**src/rtl/cmp_pkg.sv**
```systemverilog
package cmp_pkg;
  localparam int TW      = 32;
  localparam int MID_SH  = 3;
  localparam int FINE_SH = 5;
  localparam int PAST_WIN = 125000;

  typedef enum logic [1:0] {
    LD_NONE   = 2'd0,
    LD_FINE   = 2'd1,
    LD_MID    = 2'd2,
    LD_COARSE = 2'd3
  } ld_sel_e;
endpackage

```
**src/rtl/cmp_store.sv**
```systemverilog
module cmp_store
  import cmp_pkg::*;
#(
  parameter int W = TW
) (
  input  logic         clk_i,
  input  logic         rst_ni,
  input  logic         ld_fine_i,
  input  logic         ld_mid_i,
  input  logic         ld_coarse_i,
  input  logic [W-1:0] ld_data_i,
  output logic         ld_any_o,
  output logic [W-1:0] cmp_o,
  output logic [W-1:0] cmp_mid_o,
  output logic [W-1:0] cmp_fine_o
);
  ld_sel_e      sel;
  logic [W-1:0] scaled;
  logic [W-1:0] cmp_q;

  always_comb begin
    if (ld_coarse_i)    sel = LD_COARSE;
    else if (ld_mid_i)  sel = LD_MID;
    else if (ld_fine_i) sel = LD_FINE;
    else                sel = LD_NONE;
  end

  always_comb begin
    unique case (sel)
      LD_FINE: scaled = ld_data_i >> FINE_SH;
      LD_MID:  scaled = ld_data_i >> MID_SH;
      default: scaled = ld_data_i;
    endcase
  end

  always_ff @(posedge clk_i or negedge rst_ni) begin
    if (!rst_ni)              cmp_q <= '0;
    else if (sel != LD_NONE)  cmp_q <= scaled;
  end

  assign ld_any_o   = (sel != LD_NONE);
  assign cmp_o      = cmp_q;
  assign cmp_mid_o  = {cmp_q[W-1-MID_SH:0], {MID_SH{1'b0}}};
  assign cmp_fine_o = {cmp_q[W-1-FINE_SH:0], {FINE_SH{1'b0}}};

  // a 1 us load stores the data divided by 8
  assert_mid_scale_R2: assert property (@(posedge clk_i) disable iff (!rst_ni)
    (ld_mid_i && !ld_coarse_i) |=> cmp_q == ($past(ld_data_i) >> MID_SH));
  assert_coarse_load_R2: assert property (@(posedge clk_i) disable iff (!rst_ni)
    ld_coarse_i |=> cmp_q == $past(ld_data_i));
endmodule

```
**src/rtl/cmp_window.sv**
```systemverilog
module cmp_window
  import cmp_pkg::*;
#(
  parameter int W   = TW,
  parameter int WIN = PAST_WIN
) (
  input  logic [W-1:0] time_i,
  input  logic [W-1:0] cmp_i,
  output logic         in_win_o
);
  localparam logic [W-1:0] WIN_V = W'(WIN);
  logic [W-1:0] diff;

  // wrap-safe: how far time has run past the target
  assign diff     = time_i - cmp_i;
  assign in_win_o = diff < WIN_V;
endmodule

```
**src/rtl/cmp_arm.sv**
```systemverilog
module cmp_arm (
  input  logic clk_i,
  input  logic rst_ni,
  input  logic ld_any_i,
  input  logic disarm_i,
  input  logic armset_i,
  input  logic in_win_i,
  output logic fire_o,
  output logic armed_o,
  output logic event_o
);
  logic armed_q, event_q, fire;

  assign fire = armed_q & in_win_i;

  always_ff @(posedge clk_i or negedge rst_ni) begin
    if (!rst_ni) begin
      armed_q <= 1'b0;
      event_q <= 1'b0;
    end else begin
      event_q <= fire;
      if (ld_any_i)               armed_q <= 1'b1;
      else if (fire || disarm_i)  armed_q <= 1'b0;
    end
  end

  assign fire_o  = fire;
  assign armed_o = armed_q;
  assign event_o = event_q;

  assert_arm_on_load_R1: assert property (@(posedge clk_i) disable iff (!rst_ni)
    ld_any_i |=> armed_q);
  assert_one_shot_R4: assert property (@(posedge clk_i) disable iff (!rst_ni)
    (fire && !ld_any_i) |=> !armed_q);
  assert_disarm_R5: assert property (@(posedge clk_i) disable iff (!rst_ni)
    (disarm_i && !ld_any_i) |=> !armed_q);
  assert_disarm_race_R6: assert property (@(posedge clk_i) disable iff (!rst_ni)
    (disarm_i && fire) |=> event_q);
  assert_armset_inert_R7: assert property (@(posedge clk_i) disable iff (!rst_ni)
    (armset_i && !ld_any_i && !disarm_i && !fire) |=> $stable(armed_q));
endmodule

```
**src/rtl/cmp_irq.sv**
```systemverilog
module cmp_irq (
  input  logic clk_i,
  input  logic rst_ni,
  input  logic fire_i,
  input  logic irq_set_i,
  input  logic irq_clr_i,
  input  logic ld_any_i,
  input  logic mask_set_i,
  input  logic mask_clr_i,
  output logic raw_o,
  output logic mask_o,
  output logic masked_o
);
  logic raw_q, mask_q, set_c, clr_c;

  assign set_c = fire_i | irq_set_i;
  assign clr_c = irq_clr_i | ld_any_i;

  always_ff @(posedge clk_i or negedge rst_ni) begin
    if (!rst_ni) begin
      raw_q  <= 1'b0;
      mask_q <= 1'b0;
    end else begin
      if (set_c)       raw_q <= 1'b1;
      else if (clr_c)  raw_q <= 1'b0;
      if (mask_set_i)      mask_q <= 1'b1;
      else if (mask_clr_i) mask_q <= 1'b0;
    end
  end

  assign raw_o    = raw_q;
  assign mask_o   = mask_q;
  assign masked_o = raw_q & mask_q;

  assert_flag_set_R8: assert property (@(posedge clk_i) disable iff (!rst_ni)
    irq_set_i |=> raw_q);
  assert_flag_clr_R8: assert property (@(posedge clk_i) disable iff (!rst_ni)
    (irq_clr_i && !irq_set_i && !fire_i) |=> !raw_q);
  assert_mask_set_R9: assert property (@(posedge clk_i) disable iff (!rst_ni)
    mask_set_i |=> mask_q);
  assert_mask_clr_R9: assert property (@(posedge clk_i) disable iff (!rst_ni)
    (mask_clr_i && !mask_set_i) |=> !mask_q);
endmodule

```
**src/rtl/cmp_chan_top.sv**
```systemverilog
module cmp_chan_top
  import cmp_pkg::*;
#(
  parameter int W   = TW,
  parameter int WIN = PAST_WIN
) (
  input  logic         clk_i,
  input  logic         rst_ni,
  input  logic [W-1:0] time_i,
  input  logic         ld_fine_i,
  input  logic         ld_mid_i,
  input  logic         ld_coarse_i,
  input  logic [W-1:0] ld_data_i,
  input  logic         disarm_i,
  input  logic         armset_i,
  input  logic         irq_set_i,
  input  logic         irq_clr_i,
  input  logic         mask_set_i,
  input  logic         mask_clr_i,
  output logic         armed_o,
  output logic         event_o,
  output logic [W-1:0] cmp_coarse_o,
  output logic [W-1:0] cmp_mid_o,
  output logic [W-1:0] cmp_fine_o,
  output logic         raw_o,
  output logic         mask_o,
  output logic         masked_o
);
  logic         ld_any, in_win, fire;
  logic [W-1:0] cmp_val;

  cmp_store #(.W(W)) u_store (
    .clk_i, .rst_ni, .ld_fine_i, .ld_mid_i, .ld_coarse_i, .ld_data_i,
    .ld_any_o(ld_any), .cmp_o(cmp_val), .cmp_mid_o, .cmp_fine_o
  );

  cmp_window #(.W(W), .WIN(WIN)) u_win (
    .time_i, .cmp_i(cmp_val), .in_win_o(in_win)
  );

  cmp_arm u_arm (
    .clk_i, .rst_ni, .ld_any_i(ld_any), .disarm_i, .armset_i,
    .in_win_i(in_win), .fire_o(fire), .armed_o, .event_o
  );

  cmp_irq u_irq (
    .clk_i, .rst_ni, .fire_i(fire), .irq_set_i, .irq_clr_i, .ld_any_i(ld_any),
    .mask_set_i, .mask_clr_i, .raw_o, .mask_o, .masked_o
  );

  assign cmp_coarse_o = cmp_val;

  assert_event_source_R3: assert property (@(posedge clk_i) disable iff (!rst_ni)
    event_o |-> $past(in_win && armed_o));
  assert_event_flag_R8: assert property (@(posedge clk_i) disable iff (!rst_ni)
    event_o |-> raw_o);
endmodule

```
**config.mk**
```make
export PLATFORM = sky130hd
export DESIGN_NAME = cmp_chan_top
export DESIGN_NICKNAME = d
export VERILOG_FILES = /design/src/rtl/cmp_pkg.sv /design/src/rtl/cmp_store.sv /design/src/rtl/cmp_window.sv /design/src/rtl/cmp_arm.sv /design/src/rtl/cmp_irq.sv /design/src/rtl/cmp_chan_top.sv
export SDC_FILE = /design/constraint.sdc
export NUM_CORES = 1
export LEC_CHECK = 0
export ABC_AREA = 0
export BUFFER_PORTS_ARGS = -buffer_cell sky130_fd_sc_hd__buf_2
export CORE_MARGIN = 2
export CORE_UTILIZATION = 45
export CTS_CLUSTER_DIAMETER = 60
export DETAILED_ROUTE_END_ITERATION = 10
export PLACE_DENSITY = 0.75
export RECOVER_POWER = 100
export SLEW_MARGIN = 20
export SYNTH_ARGS = -nofsm -noshare
export SYNTH_HDL_FRONTEND = slang
export SYNTH_SLANG_ARGS = --single-unit
```
**constraint.sdc**
```tcl
create_clock -name clk_i -period 8.95 [get_ports clk_i]
set_input_delay 2.2375 -clock clk_i [delete_from_list [all_inputs] [get_ports clk_i]]
set_output_delay 2.2375 -clock clk_i [all_outputs]
set_load 0.02 [all_outputs]
```
==> summary.txt, run 1 <==
Pwr
  – Sequential Power Share: a little over a quarter
  – Part of the total power dissipated in the clock network: between 10% and 20%
  – Switching fraction of total power: approximately 50%
  – Power density normalized to cell area: ~170 mW/mm2
  – Part of the power in combinational logic: approximately 59%
  – P_int: slightly below 400 uW
  – Total Power: roughly 800 uW
  – Leak: slightly above 0.002 uW
  – Maximum VDD drop: between 0.08 and 0.09 mV
  – Net Switching: around 400 uW

STA
  – Setup Viol. Count Final: 0
  – Share of the clock period used by the worst path: between 60% and 70%
  – Hold Fails Final Rpt: 0
  – Shortest clock period the worst path allows after layout: between 5 and 6 ns
  – Slew @ Worst Pin: between 1.5 and 2 ns
  – Setup_tns: 0 ns
  – Worst hold slack: 0.5263 ns
  – Worst-case clock skew: roughly 0.0073 ns
  – Highest achievable clock rate: ~0.19 GHz
  – Count of final max-slew check failures: between 100 and 150
  – Setup repair after global routing missed its margin: false
  – Rel. slew slack: -25.93%
  – Worst path setup slack after routing: 3.551 ns

Clocking
  – Clock tree from TritonCTS: done
  – # hold bufs at CTS: 0
  – Number of gates resized after CTS: 0
  – Buffers inserted during post-CTS setup optimization: 0
  – Clock tree root driver cell: sky130_fd_sc_hd__clkbuf_8
  – Clock latency on the worst-skew pair: slightly below 0.3 ns
  – Register clock-pin slew on the reported worst setup and hold paths: 0.07 ns
  – Clock Sinks: 36
  – H-tree level count: 2
  – TritonCTS buffer count: 5
  – Number of buffers on the longest clock path: 2

Layout
  – Fillcell total: roughly 1100
  – Most frequent standard cell in the layout excluding fill and tap cells: sky130_fd_sc_hd__clkbuf_1
  – Most frequent cells in the layout: 95 x sky130_fd_sc_hd__clkbuf_1, 72 x sky130_fd_sc_hd__nand2_1, 71 x sky130_fd_sc_hd__buf_2
  – Fin nets: 799
  – Sequential cell area: ~900 um2
  – Area taken by multi-input logic gates: 0.002768 mm2
  – Fraction of final layout cells sized beyond drive strength 1: approximately 14%
  – Layout overhead on the synthesized area: 8.303%

Worst setup path
  – Setup slack of the most critical reg-to-reg path: slightly above 5 ns
  – Critical path startpoint category: input port
  – Worst Path Required: about 9 ns
  – Critical path class: input port to register
  – CP arrival: approximately 5.5 ns
  – R2r worst-path depth: 12
  – Critical-path maximum fanout: 10
  – Kind of end point of the critical path: register

Floorplan
  – Die extent in y: a little over 100 um
  – Area of the core: slightly below 0.01 mm2
  – Number of ports placed on the die boundary: 176
  – Core Rows: 36
  – Floorplan die area: about 0.011 mm2
  – Starting density of the core: 45.75%
  – Chip width: 103.2 um

Outcome
  – Run status: finished, violations left
  – Violations in the final reports: capacitance limit, slew limit

Yosys
  – Sequential element share of the synthesized area: 20.33%
  – Average instance area after synthesis: about 7.3 um2
  – Prevailing post-synth register cell: sky130_fd_sc_hd__dfrtp_1
  – Synthesis Warnings: 0
  – Async set or reset register ratio after synthesis: 100.0%
  – Cell count after synthesis: roughly 600
  – Unique cell type count in the Yosys netlist: 71
  – Count of flip-flops with a built-in enable after synthesis: 0
  – Post-synthesis sequential element count: 36
  – Area of the mapped netlist: 0.004430 mm2

Global routing
  – Aggregate global routing overflow: 0
  – First-pass GRT wire length: ~20000 um
  – Via count of the first global-routing pass: just over 4000
  – Antenna violations before repair: 1
  – Maximum number of pins on one net before global-route repair: 67
  – Global routing usage summed across all routing layers: a little under a quarter

Min path
  – Path type of the worst min-delay path: register to register
  – Number of cells on the worst hold path: 2

Job
  – Number of max-capacitance violations reported: 2

Routing
  – Post-route ant nets: 0
  – Total vias in the final route: around 4500
  – Final wirelength: 12890 um
  – DRC viols: 0
  – Average wire per cell in the routed design: approximately 16 um
  – Violation count after the first detailed-route iteration: 192
  – Routed vias/inst: 5.476
  – Drt first pass iters: 5

Placed design
  – DP Wirelength: roughly 10000 um
  – Placement Setup Slack: between 3 and 4 ns
  – RD Place Congestion: a little over 0.9
  – Buffers added on ports: 166
## area by class of cell
class | instances | share of cell area (%)
clock buffer | 5 | 1.434
multi-input combinational | 440 | 57.68
inverter | 41 | 3.207
clock inverter | 3 | 0.3911
sequential | 36 | 18.77
timing repair buffer | 167 | 14.99
antenna | 1 | 0.05215
tap | 133 | 3.468
## sequential cells by signal, indices dropped and copies added (netlist names)
name and cells:
u_irq.raw_o 1, u_store.cmp_o 32, u_irq.mask_o 1, u_arm.event_o 1
u_arm.armed_o 1
## worst max-delay path: stages
cell,delay [ns]
sky130_fd_sc_hd__buf_2,0.10
sky130_fd_sc_hd__ha_1,0.52
sky130_fd_sc_hd__nand2_1,0.21
sky130_fd_sc_hd__o21ai_0,0.35
sky130_fd_sc_hd__a21oi_1,0.14
sky130_fd_sc_hd__xnor2_1,0.14
sky130_fd_sc_hd__a2111oi_0,0.36
sky130_fd_sc_hd__o21ai_0,0.22
sky130_fd_sc_hd__or4_1,0.54
sky130_fd_sc_hd__a311oi_1,0.29
sky130_fd_sc_hd__nor3b_1,0.22
sky130_fd_sc_hd__o21ai_0,0.13
## power groups by stage
stage,sequential [uW],combinational (uW),clock [uW]
global placement,216,467,0
floorplan,228,370,0
finish,217,466,113
detailed placement,217,474,0
CTS,214,476,117
global route,219,512,123
## cells by family (layout without fill, tap and decap cells)
| kind of cell | Yosys count | after routing | synth area share [%] |
|---|---|---|---|
| AOI/OAI and AO/OA | 205 | 205 | 29.99 |
| xor gates and xnor gates | 17 | 17 | 3.361 |
| adders and majority gates | 33 | 33 | 9.319 |
| buffers and inverters | 135 | 216 | 17.79 |
| DFF | 36 | 36 | 20.33 |
| muxes | 6 | 6 | 1.356 |
| other | 1 | 9 | 0.08464 |
| and+or+nand+nor | 171 | 171 | 17.76 |
## cell usage after synthesis, types with 4 or more instances
cell type                  count  share of area (%)
sky130_fd_sc_hd__a211oi_1      5               0.85
sky130_fd_sc_hd__a21o_1        5               0.85
sky130_fd_sc_hd__a21oi_1      66                7.5
sky130_fd_sc_hd__a22oi_1      27                4.6
sky130_fd_sc_hd__and3_1        4               0.56
sky130_fd_sc_hd__buf_4        65                 11
sky130_fd_sc_hd__clkbuf_1     21                1.8
sky130_fd_sc_hd__dfrtp_1      36                 20
sky130_fd_sc_hd__ha_1         33                9.3
sky130_fd_sc_hd__inv_1        41                3.5
sky130_fd_sc_hd__mux2i_1       6                1.4
sky130_fd_sc_hd__nand2_1      72                6.1
sky130_fd_sc_hd__nand2b_1      6               0.85
sky130_fd_sc_hd__nand3_1       4               0.45
sky130_fd_sc_hd__nand4_1       8                1.1
sky130_fd_sc_hd__nor2_1       53                4.5
sky130_fd_sc_hd__nor3_1        5               0.56
sky130_fd_sc_hd__o211ai_1      7                1.2
sky130_fd_sc_hd__o21ai_0      51                5.8
sky130_fd_sc_hd__xnor2_1       9                1.8
sky130_fd_sc_hd__xor2_1        8                1.6
## path summary, 6_finish.rpt
kind                                     end              start
max                            u_arm.armed_o         time_i[22]
min                        u_store.cmp_o[30]  u_store.cmp_o[30]
max reg2reg                    u_arm.armed_o  u_store.cmp_o[22]
min reg2reg                u_store.cmp_o[30]  u_store.cmp_o[30]
max in group asynchronous  u_store.cmp_o[25]             rst_ni
min in group asynchronous   u_store.cmp_o[2]             rst_ni
## routing by layer
metal	vias up	track usage, %	share of wire, %
met5	-	0	0
met4	0	8.198	2.3
li1	2241	-	-
met3	27	2.688	5.0
met2	149	36.51	47
met1	2106	33.65	45
## per-stage QoR
stage / cell area, um2 / util, % / cells
after floorplan: 4457 / - / 611
after global placement: 4830 / 49.87 / 817
after detailed placement: 4830 / 49.87 / 817
after CTS: 4917 / 50.78 / 825
after global routing: 4798 / 49.55 / 826
final: 4798 / 49.55 / 826
(Power assumes the default switching activity.)
==> run 2: changes to the inputs <==
==> constraint.sdc (replaced) <==
create_clock -name clk_i -period 5.5 [get_ports clk_i]
set_input_delay 1.375 -clock clk_i [delete_from_list [all_inputs] [get_ports clk_i]]
set_output_delay 1.375 -clock clk_i [all_outputs]
set_load 0.02 [all_outputs]
==> summary.txt, run 2 (synthesized netlist as in run 1, its figures left out) <==
Outcome
  – Run status: finished, violations left
  – Violations in the final reports: capacitance limit, slew limit

Worst setup path
  – Slowest library cell on the worst path: sky130_fd_sc_hd__or4_1
  – Kind of end point of the critical path: register
  – Worst Path Required: 5.59 ns (-3.42 ns)
  – Cell family with most CP delay: compound AO/OA/AOI/OAI gates
  – Critical-path maximum fanout: 9 (-1)
  – Most Frequent Cell on Critical Path: sky130_fd_sc_hd__o21ai_0
  – CP arrival: 4.86 ns (-0.60 ns)
  – Ordered cell list for the critical path: buf_2 > ha_1 > a21oi_1 > o21ai_1 > a211oi_1 > o21ai_0 > a2111oi_0 > o21ai_0 > or4_1 > a311oi_1 > nor3b_1 > o21ai_0
  – Critical path class: input port to register
  – Total buffers and inverters traversed by the critical path: 1 (unchanged)
  – Critical path startpoint category: input port
  – Worst path max stage delay: 0.54 ns (about the same)

Routing
  – Violation count after the first detailed-route iteration: 208 (+8.3%)
  – Routed length on met2: 6144 um (+0.72%)
  – Average wire per cell in the routed design: 15.85 um (+1.5%)
  – Drt first pass iters: 5 (unchanged)
  – Post-route ant nets: 0 (unchanged)
  – Total vias in the final route: 4615 (+2.0%)
  – Final wirelength: 13090 um (+1.5%)
  – Met3 wire length: 796 um (+23%)
  – DRC viols: 0 (unchanged)
  – Routed vias/inst: 5.587 (+2.0%)
  – Wire length on met1: 5778 um (-1.2%)
  – DR top layer: met4

Floorplan
  – Area of the core: 0.009684 mm2 (unchanged)
  – Die extent in y: 103.2 um (unchanged)
  – Chip width: 103.2 um (unchanged)
  – Starting density of the core: 45.75% (unchanged)
  – Core Rows: 36 (unchanged)
  – Floorplan die area: 0.01066 mm2 (unchanged)
  – Number of ports placed on the die boundary: 176 (unchanged)

Clocking
  – Clock tree root driver cell: sky130_fd_sc_hd__clkbuf_8
  – TritonCTS buffer count: 5 (unchanged)
  – Clock Sinks: 36 (unchanged)
  – Buffers inserted during post-CTS setup optimization: 0 (unchanged)
  – Clock latency on the worst-skew pair: 0.30 ns (about the same)
  – Number of buffers on the longest clock path: 2 (unchanged)
  – # hold bufs at CTS: 0 (unchanged)
  – Number of gates resized after CTS: 0 (unchanged)
  – H-tree level count: 2 (unchanged)
  – Register clock-pin slew on the reported worst setup and hold paths: 0.08 ns (about the same)
  – Clock tree from TritonCTS: done

Layout
  – Largest register FFs: 32 (unchanged)
  – Count of non-filler cells in the finished layout: 826 (unchanged)
  – Fin nets: 799 (unchanged)
  – Layout overhead on the synthesized area: 8.472%
  – Most frequent standard cell in the layout excluding fill and tap cells: sky130_fd_sc_hd__clkbuf_1
  – Most frequent cells in the layout: 95 x sky130_fd_sc_hd__clkbuf_1, 72 x sky130_fd_sc_hd__nand2_1, 71 x sky130_fd_sc_hd__buf_2
  – Fraction of final layout cells sized beyond drive strength 1: 14.16% (-0.29 points)

Pwr
  – Part of the power in combinational logic: 56.4% (-2.1 points)
  – Switching fraction of total power: 48.57% (-1.6 points)
  – P_int: 690.3 uW (+74%)
  – Part of the total power dissipated in the clock network: 17.4% (+3.2 points)
  – Maximum VDD drop: 0.1267 mV (+52%)
  – Power density normalized to cell area: 279.3 mW/mm2 (+68%)
  – Net Switching: 651.9 uW (+63%)
  – Leak: 0.002068 uW (+0.15%)
  – Sequential Power Share: 26.2% (-1.0 points)

Global routing
  – First-pass GRT wire length: 20310 um (+2.6%)
  – Antenna violations before repair: 1 (unchanged)
  – Via count of the first global-routing pass: 4190 (+4.1%)
  – Maximum number of pins on one net before global-route repair: 67 (unchanged)
  – Global routing usage summed across all routing layers: 24.15% (+0.73 points)
  – Aggregate global routing overflow: 0 (unchanged)

STA
  – Rel. slew slack: -24.46% (+1.5 points)
  – Setup repair after global routing missed its margin: false
  – Worst-case clock skew: 0.01254 ns (+0.005226 ns)
  – Share of the clock period used by the worst path: between 80 and 90%
  – Slew @ Worst Pin: 1.867 ns (-0.02210 ns)
  – Setup_tns: 0 ns (unchanged)
  – Count of final max-slew check failures: 104 (unchanged)
  – Setup Viol. Count Final: 0 (unchanged)
  – Hold Fails Final Rpt: 0 (unchanged)
  – Highest achievable clock rate: around 0.21 GHz
  – Shortest clock period the worst path allows after layout: 4.774 ns

Placed design
  – Placed Cells incl. Taps: 817 (unchanged)
  – Buffers added on ports: 166 (unchanged)
  – DP Wirelength: 10500 um (+0.70%)
  – RD Place Congestion: 0.9418 (+0.89%)

Min path
  – Path type of the worst min-delay path: register to register

Job
  – Number of max-capacitance violations reported: 2 (unchanged)
==> run 2: layer usage <==
metal	vias up	track usage, %
met2	191	37.41
li1	2239	-
met4	0	9.211
met3	27	2.151
met1	2158	34.99
met5	-	0
==> run 2: worst paths after layout <==
kind	cells past startpoint	slack (ns)	startpoint	endpoint
setup / recovery	12	0.73	time_i[9]	u_arm.armed_o
min in group asynchronous	1	1.57	rst_ni	u_store.cmp_o[3]
hold reg to reg	2	0.52	u_store.cmp_o[29]	u_store.cmp_o[29]
hold / removal	2	0.52	u_store.cmp_o[29]	u_store.cmp_o[29]
setup reg to reg	12	1.40	u_store.cmp_o[9]	u_arm.armed_o
max in group asynchronous	1	2.83	rst_ni	u_store.cmp_o[28]
==> run 2: final cells by class <==
| cell class | instances | area (um2) |
|---|---|---|
| repair buffers | 167 | 719.4 |
| clock inverters | 3 | 42.54 |
| well taps | 133 | 166.4 |
| clock buffers | 5 | 68.82 |
| diodes | 1 | 2.502 |
| multi-input cells | 440 | 2751 |
| flip-flops and latches | 36 | 900.9 |
| inverters | 41 | 153.9 |
| fillers | 1020 | 4878 |
==> run 2: worst reg2reg max path: stages, from the launching register on <==
cell                        delay [ns]
sky130_fd_sc_hd__dfrtp_1          0.43
sky130_fd_sc_hd__inv_1            0.08
sky130_fd_sc_hd__ha_1             0.42
sky130_fd_sc_hd__a21oi_1          0.30
sky130_fd_sc_hd__o21ai_1          0.15
sky130_fd_sc_hd__a211oi_1         0.45
sky130_fd_sc_hd__o21ai_0          0.27
sky130_fd_sc_hd__a2111oi_0        0.45
sky130_fd_sc_hd__o21ai_0          0.17
sky130_fd_sc_hd__or4_1            0.54
sky130_fd_sc_hd__a311oi_1         0.29
sky130_fd_sc_hd__nor3b_1          0.22
sky130_fd_sc_hd__o21ai_0          0.11
==> run 2: power by group through the flow <==
stage	Combinational [uW]	Sequential (uW)	Clock [uW]
after global placement	761	352	0
after global routing	828	356	250
final	756	352	234
after detailed placement	771	353	0
after CTS	775	348	240
after floorplan	602	372	0
==> run 2: stage by stage <==
stage | cell area, um2 | setup slack, ns | utilization [%] | hold slack, ns | power [uW]
CTS | 4941 | 1.061 | 51.02 | 0.5250 | 1363
floorplan | 4457 | 1.365 | - | 0.6074 | 973.5
detailed placement | 4830 | 0.7729 | 49.87 | 0.5082 | 1125
global route | 4806 | 0.4595 | 49.63 | 0.5706 | 1435
finish | 4806 | 0.7263 | 49.63 | 0.5216 | 1342
global placement | 4830 | 0.8377 | 49.87 | 0.5015 | 1113
